**src/rtl/exc_seq_pkg.sv**
```systemverilog
package exc_seq_pkg;
  localparam int XLEN   = 32;
  localparam int NPAIR  = 4;
  localparam int PAIR_W = $clog2(NPAIR);
  localparam int CODE_W = 5;
  localparam int SUB_W  = 2;

  typedef enum logic [CODE_W-1:0] {
    EX_NONE  = 5'd0,  EX_CRIT  = 5'd1,  EX_MCHK  = 5'd2,  EX_DSTOR = 5'd3,
    EX_ISTOR = 5'd4,  EX_EXT   = 5'd5,  EX_ALIGN = 5'd6,  EX_PROG  = 5'd7,
    EX_FPU   = 5'd8,  EX_SYSC  = 5'd9,  EX_APU   = 5'd10, EX_DEC   = 5'd11,
    EX_FIT   = 5'd12, EX_WDOG  = 5'd13, EX_DEBUG = 5'd14, EX_RESET = 5'd15,
    EX_VECU  = 5'd16
  } excCode_e;

  localparam logic [SUB_W-1:0] PC_FP = 2'd0, PC_ILL = 2'd1, PC_PRIV = 2'd2, PC_TRAP = 2'd3;

  localparam logic [PAIR_W-1:0] PAIR_NORM = 0, PAIR_CRIT = 1, PAIR_MCHK = 2, PAIR_DBG = 3;

  // status word bit positions
  localparam int MSR_LE  = 0;
  localparam int MSR_FE1 = 8;
  localparam int MSR_FE0 = 11;
  localparam int MSR_ME  = 12;
  localparam int MSR_FP  = 13;
  localparam int MSR_ILE = 16;
  localparam int MSR_POW = 18;

  localparam logic [XLEN-1:0] MBZ_MASK = 32'h783F_0000;
  localparam logic [XLEN-1:0] ST_FP    = 32'h0010_0000;
  localparam logic [XLEN-1:0] ST_ILL   = 32'h0008_0000;
  localparam logic [XLEN-1:0] ST_PRIV  = 32'h0004_0000;
  localparam logic [XLEN-1:0] ST_TRAP  = 32'h0002_0000;
  localparam logic [XLEN-1:0] ST_SPLIT = 32'h0001_0000;
  localparam logic [XLEN-1:0] ST_WAKE  = 32'h0001_0000;

  typedef struct packed {
    logic              entryEn;
    logic              rfiEn;
    logic [PAIR_W-1:0] pairSel;
    logic              dupCrit;
    logic              faultAddr;
    logic [XLEN-1:0]   statOr;
    logic              maskStat;
    logic              clrMe;
    logic              setHalt;
    logic              vecBad;
    logic              fullRfiMask;
  } ctrlStrobe_t;
endpackage

```
**src/rtl/exc_seq_ctrl.sv**
```systemverilog
module exc_seq_ctrl
  import exc_seq_pkg::*;
(
  input  logic              takeExc,
  input  logic              rfiStrobe,
  input  logic              embMode,
  input  logic [CODE_W-1:0] excCode,
  input  logic [SUB_W-1:0]  subCode,
  input  logic              msrFp,
  input  logic              msrFe0,
  input  logic              msrFe1,
  input  logic              msrMe,
  input  logic              msrPow,
  input  logic [XLEN-1:0]   vecEntry,
  input  logic [PAIR_W-1:0] rfiSel,
  output ctrlStrobe_t       ctl
);
  logic fpOff, feSplit, dropIt, takeOk, vecAllOnes;

  always_comb begin
    fpOff      = !msrFp || (!msrFe0 && !msrFe1);
    feSplit    = msrFe0 ^ msrFe1;
    vecAllOnes = &vecEntry;
    dropIt     = 1'b0;
    ctl        = '0;
    ctl.maskStat = !embMode;
    ctl.pairSel  = PAIR_NORM;

    case (excCode_e'(excCode))
      EX_NONE: dropIt = 1'b1;
      EX_CRIT, EX_WDOG: if (embMode) ctl.pairSel = PAIR_CRIT;
      EX_MCHK: begin
        ctl.clrMe   = 1'b1;
        ctl.setHalt = !msrMe;
        if (embMode) begin
          ctl.pairSel = PAIR_MCHK;
          ctl.dupCrit = 1'b1;
        end
      end
      EX_DEBUG: if (embMode) begin
        ctl.pairSel = PAIR_DBG;
        ctl.dupCrit = 1'b1;
      end
      EX_ALIGN, EX_FPU, EX_APU, EX_VECU: ctl.faultAddr = 1'b1;
      EX_PROG: begin
        case (subCode)
          PC_FP: begin
            if (fpOff) dropIt = 1'b1;
            ctl.statOr    = feSplit ? (ST_FP | ST_SPLIT) : ST_FP;
            ctl.faultAddr = feSplit;
          end
          PC_ILL:  begin ctl.statOr = ST_ILL;  ctl.faultAddr = 1'b1; end
          PC_PRIV: begin ctl.statOr = ST_PRIV; ctl.faultAddr = 1'b1; end
          default: begin ctl.statOr = ST_TRAP; ctl.faultAddr = 1'b1; end
        endcase
      end
      EX_RESET: begin
        if (msrPow) ctl.statOr = ST_WAKE;
        else        ctl.clrMe  = 1'b1;
      end
      default: ;
    endcase

    takeOk      = takeExc && !dropIt;
    ctl.vecBad  = takeOk && vecAllOnes;
    ctl.entryEn = takeOk && !vecAllOnes;
    ctl.setHalt = ctl.setHalt && ctl.entryEn;
    ctl.rfiEn   = rfiStrobe && !takeExc;
    if (ctl.rfiEn) ctl.pairSel = rfiSel;
    ctl.fullRfiMask = embMode || (rfiSel != PAIR_NORM);
  end
endmodule

```
**src/rtl/exc_seq_dpath.sv**
```systemverilog
module exc_seq_dpath
  import exc_seq_pkg::*;
#(
  parameter logic [XLEN-1:0] RESET_PC = 32'h0000_0100
) (
  input  logic                  clk,
  input  logic                  rstN,
  input  ctrlStrobe_t           ctl,
  input  logic [XLEN-1:0]       curMsr,
  input  logic [XLEN-1:0]       curPc,
  input  logic [XLEN-1:0]       vecEntry,
  input  logic [XLEN-1:0]       vecPrefix,
  output logic [XLEN-1:0]       msrOut,
  output logic [XLEN-1:0]       pcOut,
  output logic                  commit,
  output logic                  vecErr,
  output logic                  halted,
  output logic [NPAIR*XLEN-1:0] saveAddrAll,
  output logic [NPAIR*XLEN-1:0] saveStatAll
);
  logic [XLEN-1:0] pairAddr [NPAIR];
  logic [XLEN-1:0] pairStat [NPAIR];
  logic [XLEN-1:0] statSave, addrSave, entryMsr, rfiAddr, rfiMsr, rfiMask;

  always_comb begin
    statSave = (ctl.maskStat ? (curMsr & ~MBZ_MASK) : curMsr) | ctl.statOr;
    addrSave = ctl.faultAddr ? (curPc - XLEN'(4)) : curPc;
    entryMsr = '0;
    entryMsr[MSR_ME] = curMsr[MSR_ME] && !ctl.clrMe;
    entryMsr[MSR_LE] = curMsr[MSR_ILE];
    rfiMask  = ctl.fullRfiMask ? '1 : ~MBZ_MASK;
    rfiAddr  = pairAddr[ctl.pairSel] & ~XLEN'(3);
    rfiMsr   = pairStat[ctl.pairSel] & rfiMask;
  end

  for (genvar g = 0; g < NPAIR; g++) begin : g_pair
    logic hit;
    assign hit = ctl.entryEn &&
                 ((ctl.pairSel == PAIR_W'(g)) || (ctl.dupCrit && (PAIR_CRIT == PAIR_W'(g))));
    always_ff @(posedge clk) begin
      if (!rstN) begin
        pairAddr[g] <= '0;
        pairStat[g] <= '0;
      end else if (hit) begin
        pairAddr[g] <= addrSave;
        pairStat[g] <= statSave;
      end
    end
    assign saveAddrAll[g*XLEN +: XLEN] = pairAddr[g];
    assign saveStatAll[g*XLEN +: XLEN] = pairStat[g];
  end

  always_ff @(posedge clk) begin
    if (!rstN) begin
      msrOut <= '0;
      pcOut  <= RESET_PC;
      commit <= 1'b0;
      vecErr <= 1'b0;
      halted <= 1'b0;
    end else begin
      commit <= ctl.entryEn || ctl.rfiEn;
      vecErr <= ctl.vecBad;
      if (ctl.setHalt) halted <= 1'b1;
      if (ctl.entryEn) begin
        msrOut <= entryMsr;
        pcOut  <= vecEntry | vecPrefix;
      end else if (ctl.rfiEn) begin
        msrOut <= rfiMsr;
        pcOut  <= rfiAddr;
      end
    end
  end
endmodule

```
**src/rtl/exc_entry_seq.sv**
```systemverilog
module exc_entry_seq
  import exc_seq_pkg::*;
#(
  parameter logic [XLEN-1:0] RESET_PC = 32'h0000_0100
) (
  input  logic                  clk,
  input  logic                  rstN,
  input  logic                  takeExc,
  input  logic [CODE_W-1:0]     excCode,
  input  logic [SUB_W-1:0]      subCode,
  input  logic                  embMode,
  input  logic [XLEN-1:0]       curMsr,
  input  logic [XLEN-1:0]       curPc,
  input  logic [XLEN-1:0]       vecEntry,
  input  logic [XLEN-1:0]       vecPrefix,
  input  logic                  rfiStrobe,
  input  logic [PAIR_W-1:0]     rfiSel,
  output logic [XLEN-1:0]       msrOut,
  output logic [XLEN-1:0]       pcOut,
  output logic                  commit,
  output logic                  vecErr,
  output logic                  halted,
  output logic [NPAIR*XLEN-1:0] saveAddrAll,
  output logic [NPAIR*XLEN-1:0] saveStatAll
);
  ctrlStrobe_t ctl;

  exc_seq_ctrl i_ctrl (
    .takeExc   (takeExc),
    .rfiStrobe (rfiStrobe),
    .embMode   (embMode),
    .excCode   (excCode),
    .subCode   (subCode),
    .msrFp     (curMsr[MSR_FP]),
    .msrFe0    (curMsr[MSR_FE0]),
    .msrFe1    (curMsr[MSR_FE1]),
    .msrMe     (curMsr[MSR_ME]),
    .msrPow    (curMsr[MSR_POW]),
    .vecEntry  (vecEntry),
    .rfiSel    (rfiSel),
    .ctl       (ctl)
  );

  exc_seq_dpath #(.RESET_PC(RESET_PC)) i_dpath (
    .clk         (clk),
    .rstN        (rstN),
    .ctl         (ctl),
    .curMsr      (curMsr),
    .curPc       (curPc),
    .vecEntry    (vecEntry),
    .vecPrefix   (vecPrefix),
    .msrOut      (msrOut),
    .pcOut       (pcOut),
    .commit      (commit),
    .vecErr      (vecErr),
    .halted      (halted),
    .saveAddrAll (saveAddrAll),
    .saveStatAll (saveStatAll)
  );
endmodule

```
**config.mk**
```make
export PLATFORM = sky130hd
export DESIGN_NAME = exc_entry_seq
export DESIGN_NICKNAME = d
export VERILOG_FILES = /design/src/rtl/exc_seq_pkg.sv /design/src/rtl/exc_seq_ctrl.sv /design/src/rtl/exc_seq_dpath.sv /design/src/rtl/exc_entry_seq.sv
export SDC_FILE = /design/constraint.sdc
export NUM_CORES = 1
export LEC_CHECK = 0
export BUFFER_PORTS_ARGS = -buffer_cell sky130_fd_sc_hd__buf_2
export CAP_MARGIN = 20
export CORE_AREA = 3 3 180 182
export DETAILED_ROUTE_END_ITERATION = 16
export DIE_AREA = 0 0 183 185
export GPL_ROUTABILITY_DRIVEN = 0
export PLACE_DENSITY = 0.81
export SETUP_SLACK_MARGIN = 0.3
export SYNTH_ARGS = -nofsm -noshare
export SYNTH_HDL_FRONTEND = slang
export SYNTH_HIERARCHICAL = 1
export SYNTH_SLANG_ARGS = --single-unit
```
**constraint.sdc**
```tcl
create_clock -name clk -period 8.3 [get_ports clk]
set_input_delay 0.83 -clock clk [delete_from_list [all_inputs] [get_ports clk]]
set_output_delay 0.83 -clock clk [all_outputs]
set_load 0.01 [all_outputs]
```
==> metrics.cfg, run 1 <==
[global_route]
grt_max_degree = 70
grt.overflow.total = 0
grt.total_usage = 0.297
grt_pass1_wl_um = 75900
grt_antenna_before_repair = 7
grt_pass1_vias = 12100

[critical_path]
crit_chain = buf_2 > nor2b_4 > mux2_4 > buf_4 > nand2_1 > o21ai_4 > buf_4
path_common_cell = buf_4
slowest_stage = buf_4
critPathKind = input port to flop
end_kind = flop
crit_arrival_ns = 4.36
cp_slowest_stage_delay_ns = 0.80
crit_required_ns = 8.42
cp-start-kind = input port
cp_max_fo = 55

[yosys]
yosysUniqueCellTypes = 64
syn_inst = 1196
yosys.area.top_type = edfxtp_1
async_flop_share = 0
syn_area_um2 = 15000
synth-main-ff-cell = edfxtp_1
synthTopCellsByArea = edfxtp_1 (51%), mux4_2 (9.3%), dfxtp_1 (8.9%)
yosysSeqAreaShare = 0.601
yosysWarnings = 6
yosys.area.top_type_share = 0.511
postSynthAreaPerCell_um2 = 12.6
synth.ff_latch_count = 323
synth_edf_count = 256

[drt]
drt-total-wl_um = 52300
vias_per_cell = 6.05
wl_per_cell_um = 25.4
via_count = 12500
drc = 0
final_antenna_net_count = 0
firstDrtPassIters = 5
drtIter0Drc = 1245

[floorplan]
fp.coreArea_um2 = 30700
pin_count = 465
initial_core_util = 0.489
fp.dieW_um = 183
dieHeight_um = 185
row_count = 64
die-area_um2 = 33900

[clock_network]
clock-sinks = 323
clk_pin_slew_worst_paths_ns = 0.06
cts_buffers = 36
cts_setup_buffers = 0
clk_latency_ns = 0.50
cts_tree = done
cts_buffer_depth = 3
cts-root-buf = clkbuf_16
holdBufCountCts = 0
htreeDepth = 2
cts_resized = 0

[sta]
finalCriticalPeriod_ns = 4.24
slew-limit-headroom = 0.222
fmax_mhz = 236
skew_ns = 0.0109
tns_ns = 0
hold_violations = 0
fin_ws_ns = 4.06
rsz0062_at_grt = no
finalCritPeriodShare = 0.511
setup_viol = 0
slew_violations = 0
tightest_slew_ns = 1.17

[finish]
final_cell_mix = buf_2 (464), nor2_1 (256), edfxtp_1 (256)
area_delta_synth_final_pct = 25.0
layout.nets = 1783
drive_gt1_frac = 0.376
final_common_cell = buf_2

[placement]
dp_hpwl_um = 35900
place.port_buffers = 464
dp_slack_ns = 3.53

[power_and_ir_drop]
cellPowerDensity_nw_per_um2 = 214
p_leak_nw = 7.67
ir_worst_vdd_mv = 0.132

[flow_run]
max-cap-violations = 0

[outcome]
outcome = finished clean

[min_path]
min_path_type = flop to flop

[metrics by stage]
step	total power, mW	util	hold slack, ns	std cells	instance area [µm²]
after floorplan	2.27	-	0.509	1222	15100
after global placement	2.53	0.573	0.449	1990	17600
after detailed placement	2.55	0.574	0.454	1992	17700
after CTS	4.02	0.610	0.468	2056	18800
after global routing	4.14	0.611	0.508	2061	18800
final	4.01	0.611	0.466	2061	18800
[cells by family (layout without fill, tap and decap cells)]
family | count (synthesis) | count (layout) | share of synthesized area
and+or+nand+nor | 463 | 463 | 0.148
DFF | 323 | 323 | 0.601
AOI/OAI and AO/OA | 142 | 142 | 0.0650
muxes | 124 | 124 | 0.134
buffers and inverters | 123 | 562 | 0.0392
xor gates and xnor gates | 14 | 14 | 0.00816
adders and majority gates | 6 | 6 | 0.00499
other | 1 | 31 | 0.000249
[power by group]
part	switching, mW	internal [mW]
clock	0.619	0.867
sequential	0.0823	1.88
combinational	0.336	0.229
total	1.04	2.97
[state kept, by name, indices dropped and copies added, names as in the netlist]
signal	count
i_dpath/pairAddr	128
i_dpath/pairStat	128
i_dpath/msrOut	32
i_dpath/pcOut	32
i_dpath/commit	1
i_dpath/halted	1
i_dpath/vecErr	1
[synthesized netlist by cell type (7+ instances only)]
| master | instances |
|---|---|
| xor2_1 | 9 |
| o311a_1 | 31 |
| nand4_1 | 28 |
| nor3_1 | 12 |
| buf_4 | 27 |
| and2_1 | 11 |
| nor2_1 | 256 |
| buf_2 | 9 |
| and3_1 | 7 |
| or4_1 | 8 |
| o21ai_0 | 13 |
| clkbuf_1 | 67 |
| nor2b_1 | 14 |
| dfxtp_1 | 67 |
| o31ai_1 | 8 |
| edfxtp_1 | 256 |
| inv_1 | 13 |
| o311ai_0 | 12 |
| nand2_1 | 63 |
| a21oi_1 | 63 |
| mux4_2 | 62 |
| mux2i_1 | 61 |
| or3_1 | 10 |
| nand2b_1 | 9 |
[metal layers]
| layer | up-vias | GRT usage | wire, µm |
|---|---|---|---|
| met2 | 867 | 0.504 | 25500 |
| met5 | - | 0 | 27 |
| li1 | 5310 | - | - |
| met4 | 4 | 0.120 | 2110 |
| met3 | 147 | 0.0723 | 5670 |
| met1 | 6140 | 0.371 | 19000 |
[worst max-delay path, delay by kind of cell]
family	cells	cell delay [ns]
muxes	1	0.45
buffers and inverters	3	1.63
AOI/OAI and AO/OA	1	0.56
and+or+nand+nor	2	0.76
[path summary, 6_finish.rpt]
| kind | from | to | slack (ns) | cells past startpoint |
|---|---|---|---|---|
| setup / recovery | takeExc | i_dpath/pairStat[3][13] | 4.06 | 7 |
| hold / removal | i_dpath/halted | i_dpath/halted | 0.47 | 1 |
| setup reg to reg | i_dpath/pairAddr[3][23] | i_dpath/pcOut[23] | 6.73 | 4 |
| hold reg to reg | i_dpath/halted | i_dpath/halted | 0.47 | 1 |
[area by class of cell]
| class | count | area (µm²) |
|---|---|---|
| fillers | 2397 | 12000 |
| flip-flops and latches | 323 | 9030 |
| multi-input cells | 776 | 5610 |
| repair buffers | 483 | 2500 |
| clock buffers | 49 | 991 |
| well taps | 396 | 495 |
| clock inverters | 15 | 100 |
| inverters | 15 | 56.3 |
| diodes | 4 | 10.0 |
Power figures use the tool's default switching activity.
==> run 2, diff against run 1 <==
Clock period 8.3 ns to 4.1 ns, I/O delays scaled along.
==> run 2 against run 1 <==
Compared with the run above: critical path depth rose by 3; first-iteration DRC count fell by 2.8%; power rose by 110%; flip-flop and latch count did not move; register-to-register slack got worse by 4.1 ns; critical path type unchanged; highest routed layer unchanged.
==> metrics.cfg, run 2 (synthesis gave the netlist of run 1 again) <==
[outcome]
outcome = finished clean

[critical_path]
cp-start-kind = input port
crit_arrival_ns = 3.46
cp_slowest_stage_delay_ns = 0.76
cp_max_fo = 18
end_kind = flop
crit_chain = buf_2 > inv_1 > ha_1 > a211oi_1 > a22oi_1 > buf_4 > nor4b_2 > nand3_1 > or4_1 > a21oi_1
slowest_stage = or4_1
critPathKind = input port to flop
crit_required_ns = 4.42

[global_route]
grt.overflow.total = 0
grt_pass1_vias = 12400
grt_pass1_wl_um = 75600
grt_antenna_before_repair = 4
grt_max_degree = 65
grt.total_usage = 0.295

[drt]
via_count = 12500
drt-total-wl_um = 52100
firstDrtPassIters = 6
final_antenna_net_count = 0
vias_per_cell = 6.03
drc = 0
wl_per_cell_um = 25.1
drtIter0Drc = 1210

[finish]
final_common_cell = buf_2
n_fill_cell = 2392
largestRegisters = i_dpath/pairAddr: 128 flops, i_dpath/pairStat: 128 flops
area_delta_synth_final_pct = 26.5
stdcell_count = 2072
final_cell_mix = buf_2 (465), nor2_1 (256), edfxtp_1 (256)
drive_gt1_frac = 0.386
layout.nets = 1793

[clock_network]
holdBufCountCts = 0
cts_buffer_depth = 3
clk_pin_slew_worst_paths_ns = 0.06
clk_latency_ns = 0.51
cts_buffers = 35
clock-sinks = 323
htreeDepth = 2
cts-root-buf = clkbuf_16
cts_setup_buffers = 0
cts_tree = done
cts_resized = 0

[sta]
setup_viol = 0
tightest_slew_ns = 1.01
finalCriticalPeriod_ns = 3.13
slew-limit-headroom = 0.328
tns_ns = 0
fmax_mhz = 319
slew_violations = 0
rsz0062_at_grt = no
hold_violations = 0
finalCritPeriodShare = 0.764
skew_ns = 0.0135

[floorplan]
dieHeight_um = 185
row_count = 64
die-area_um2 = 33900
fp.coreArea_um2 = 30700
initial_core_util = 0.489
fp.dieW_um = 183
pin_count = 465

[flow_run]
max-cap-violations = 0

[placement]
dp_cells = 2002
place.port_buffers = 464
dp_hpwl_um = 36500

[power_and_ir_drop]
p_leak_nw = 7.80
clkPwrFrac = 0.391
ir_worst_vdd_mv = 0.270
swShare = 0.259
cellPowerDensity_nw_per_um2 = 442
netSwitchingPower_mw = 2.17
power_frac_comb = 0.137
p_int_mw = 6.22
power_frac_seq = 0.472

[min_path]
min_path_type = input port to flop

==> run 2: per-stage QoR <==
stage | setup slack (ns) | util | cell area (µm²) | total power [mW] | hold WS (ns)
6_report | 0.966 | 0.618 | 19000 | 8.40 | 0.144
5_1_grt | 0.710 | 0.618 | 19000 | 8.65 | 0.132
4_1_cts | 1.04 | 0.617 | 19000 | 8.42 | 0.124
3_5_place_dp | 0.531 | 0.578 | 17800 | 5.16 | 0.456
3_3_place_gp | 0.654 | 0.578 | 17800 | 5.13 | 0.452
2_1_floorplan | 0.304 | - | 15200 | 4.60 | 0.509
==> run 2: layout make-up <==
type	count	area (µm²)	share of cell area
timing repair buffer	494	2620	0.138
multi-input combinational	776	5610	0.295
clock inverter	19	224	0.0118
sequential	323	9030	0.475
antenna	4	10.0	0.000526
tap	396	495	0.0261
inverter	15	57.6	0.00303
clock buffer	45	975	0.0513
==> run 2: final timing paths <==
| path | startpoint | to | slack [ns] | cells past startpoint |
|---|---|---|---|---|
| hold reg to reg | i_dpath/halted | i_dpath/halted | 0.48 | 1 |
| hold / removal | vecPrefix[10] | i_dpath/pcOut[10] | 0.14 | 2 |
| setup / recovery | curMsr[11] | i_dpath/pairAddr[1][22] | 0.97 | 10 |
| setup reg to reg | i_dpath/pairAddr[2][26] | i_dpath/pcOut[26] | 2.64 | 4 |
==> run 2: worst max-delay path: cells and delay by family <==
family	cells	cell delay, ns
simple gates	3	1.92
compound gates	3	0.47
buf+inv	3	0.32
fa+ha+maj	1	0.31
==> run 2: per-layer routing <==
metal / up-vias / GRT usage / routed length, µm
li1: 5325 / - / -
met1: 6067 / 0.357 / 18800
met2: 921 / 0.505 / 24900
met3: 181 / 0.0685 / 5540
met4: 2 / 0.140 / 2890
met5: - / 0 / 7
==> run 2: power groups by stage <==
stage / logic, mW / registers [mW] / clock network [mW]
finish: 1.15 / 3.96 / 3.28
global route: 1.22 / 3.98 / 3.45
CTS: 1.15 / 3.96 / 3.32
detailed placement: 1.14 / 4.02 / 0
global placement: 1.12 / 4.01 / 0
floorplan: 0.495 / 4.10 / 0
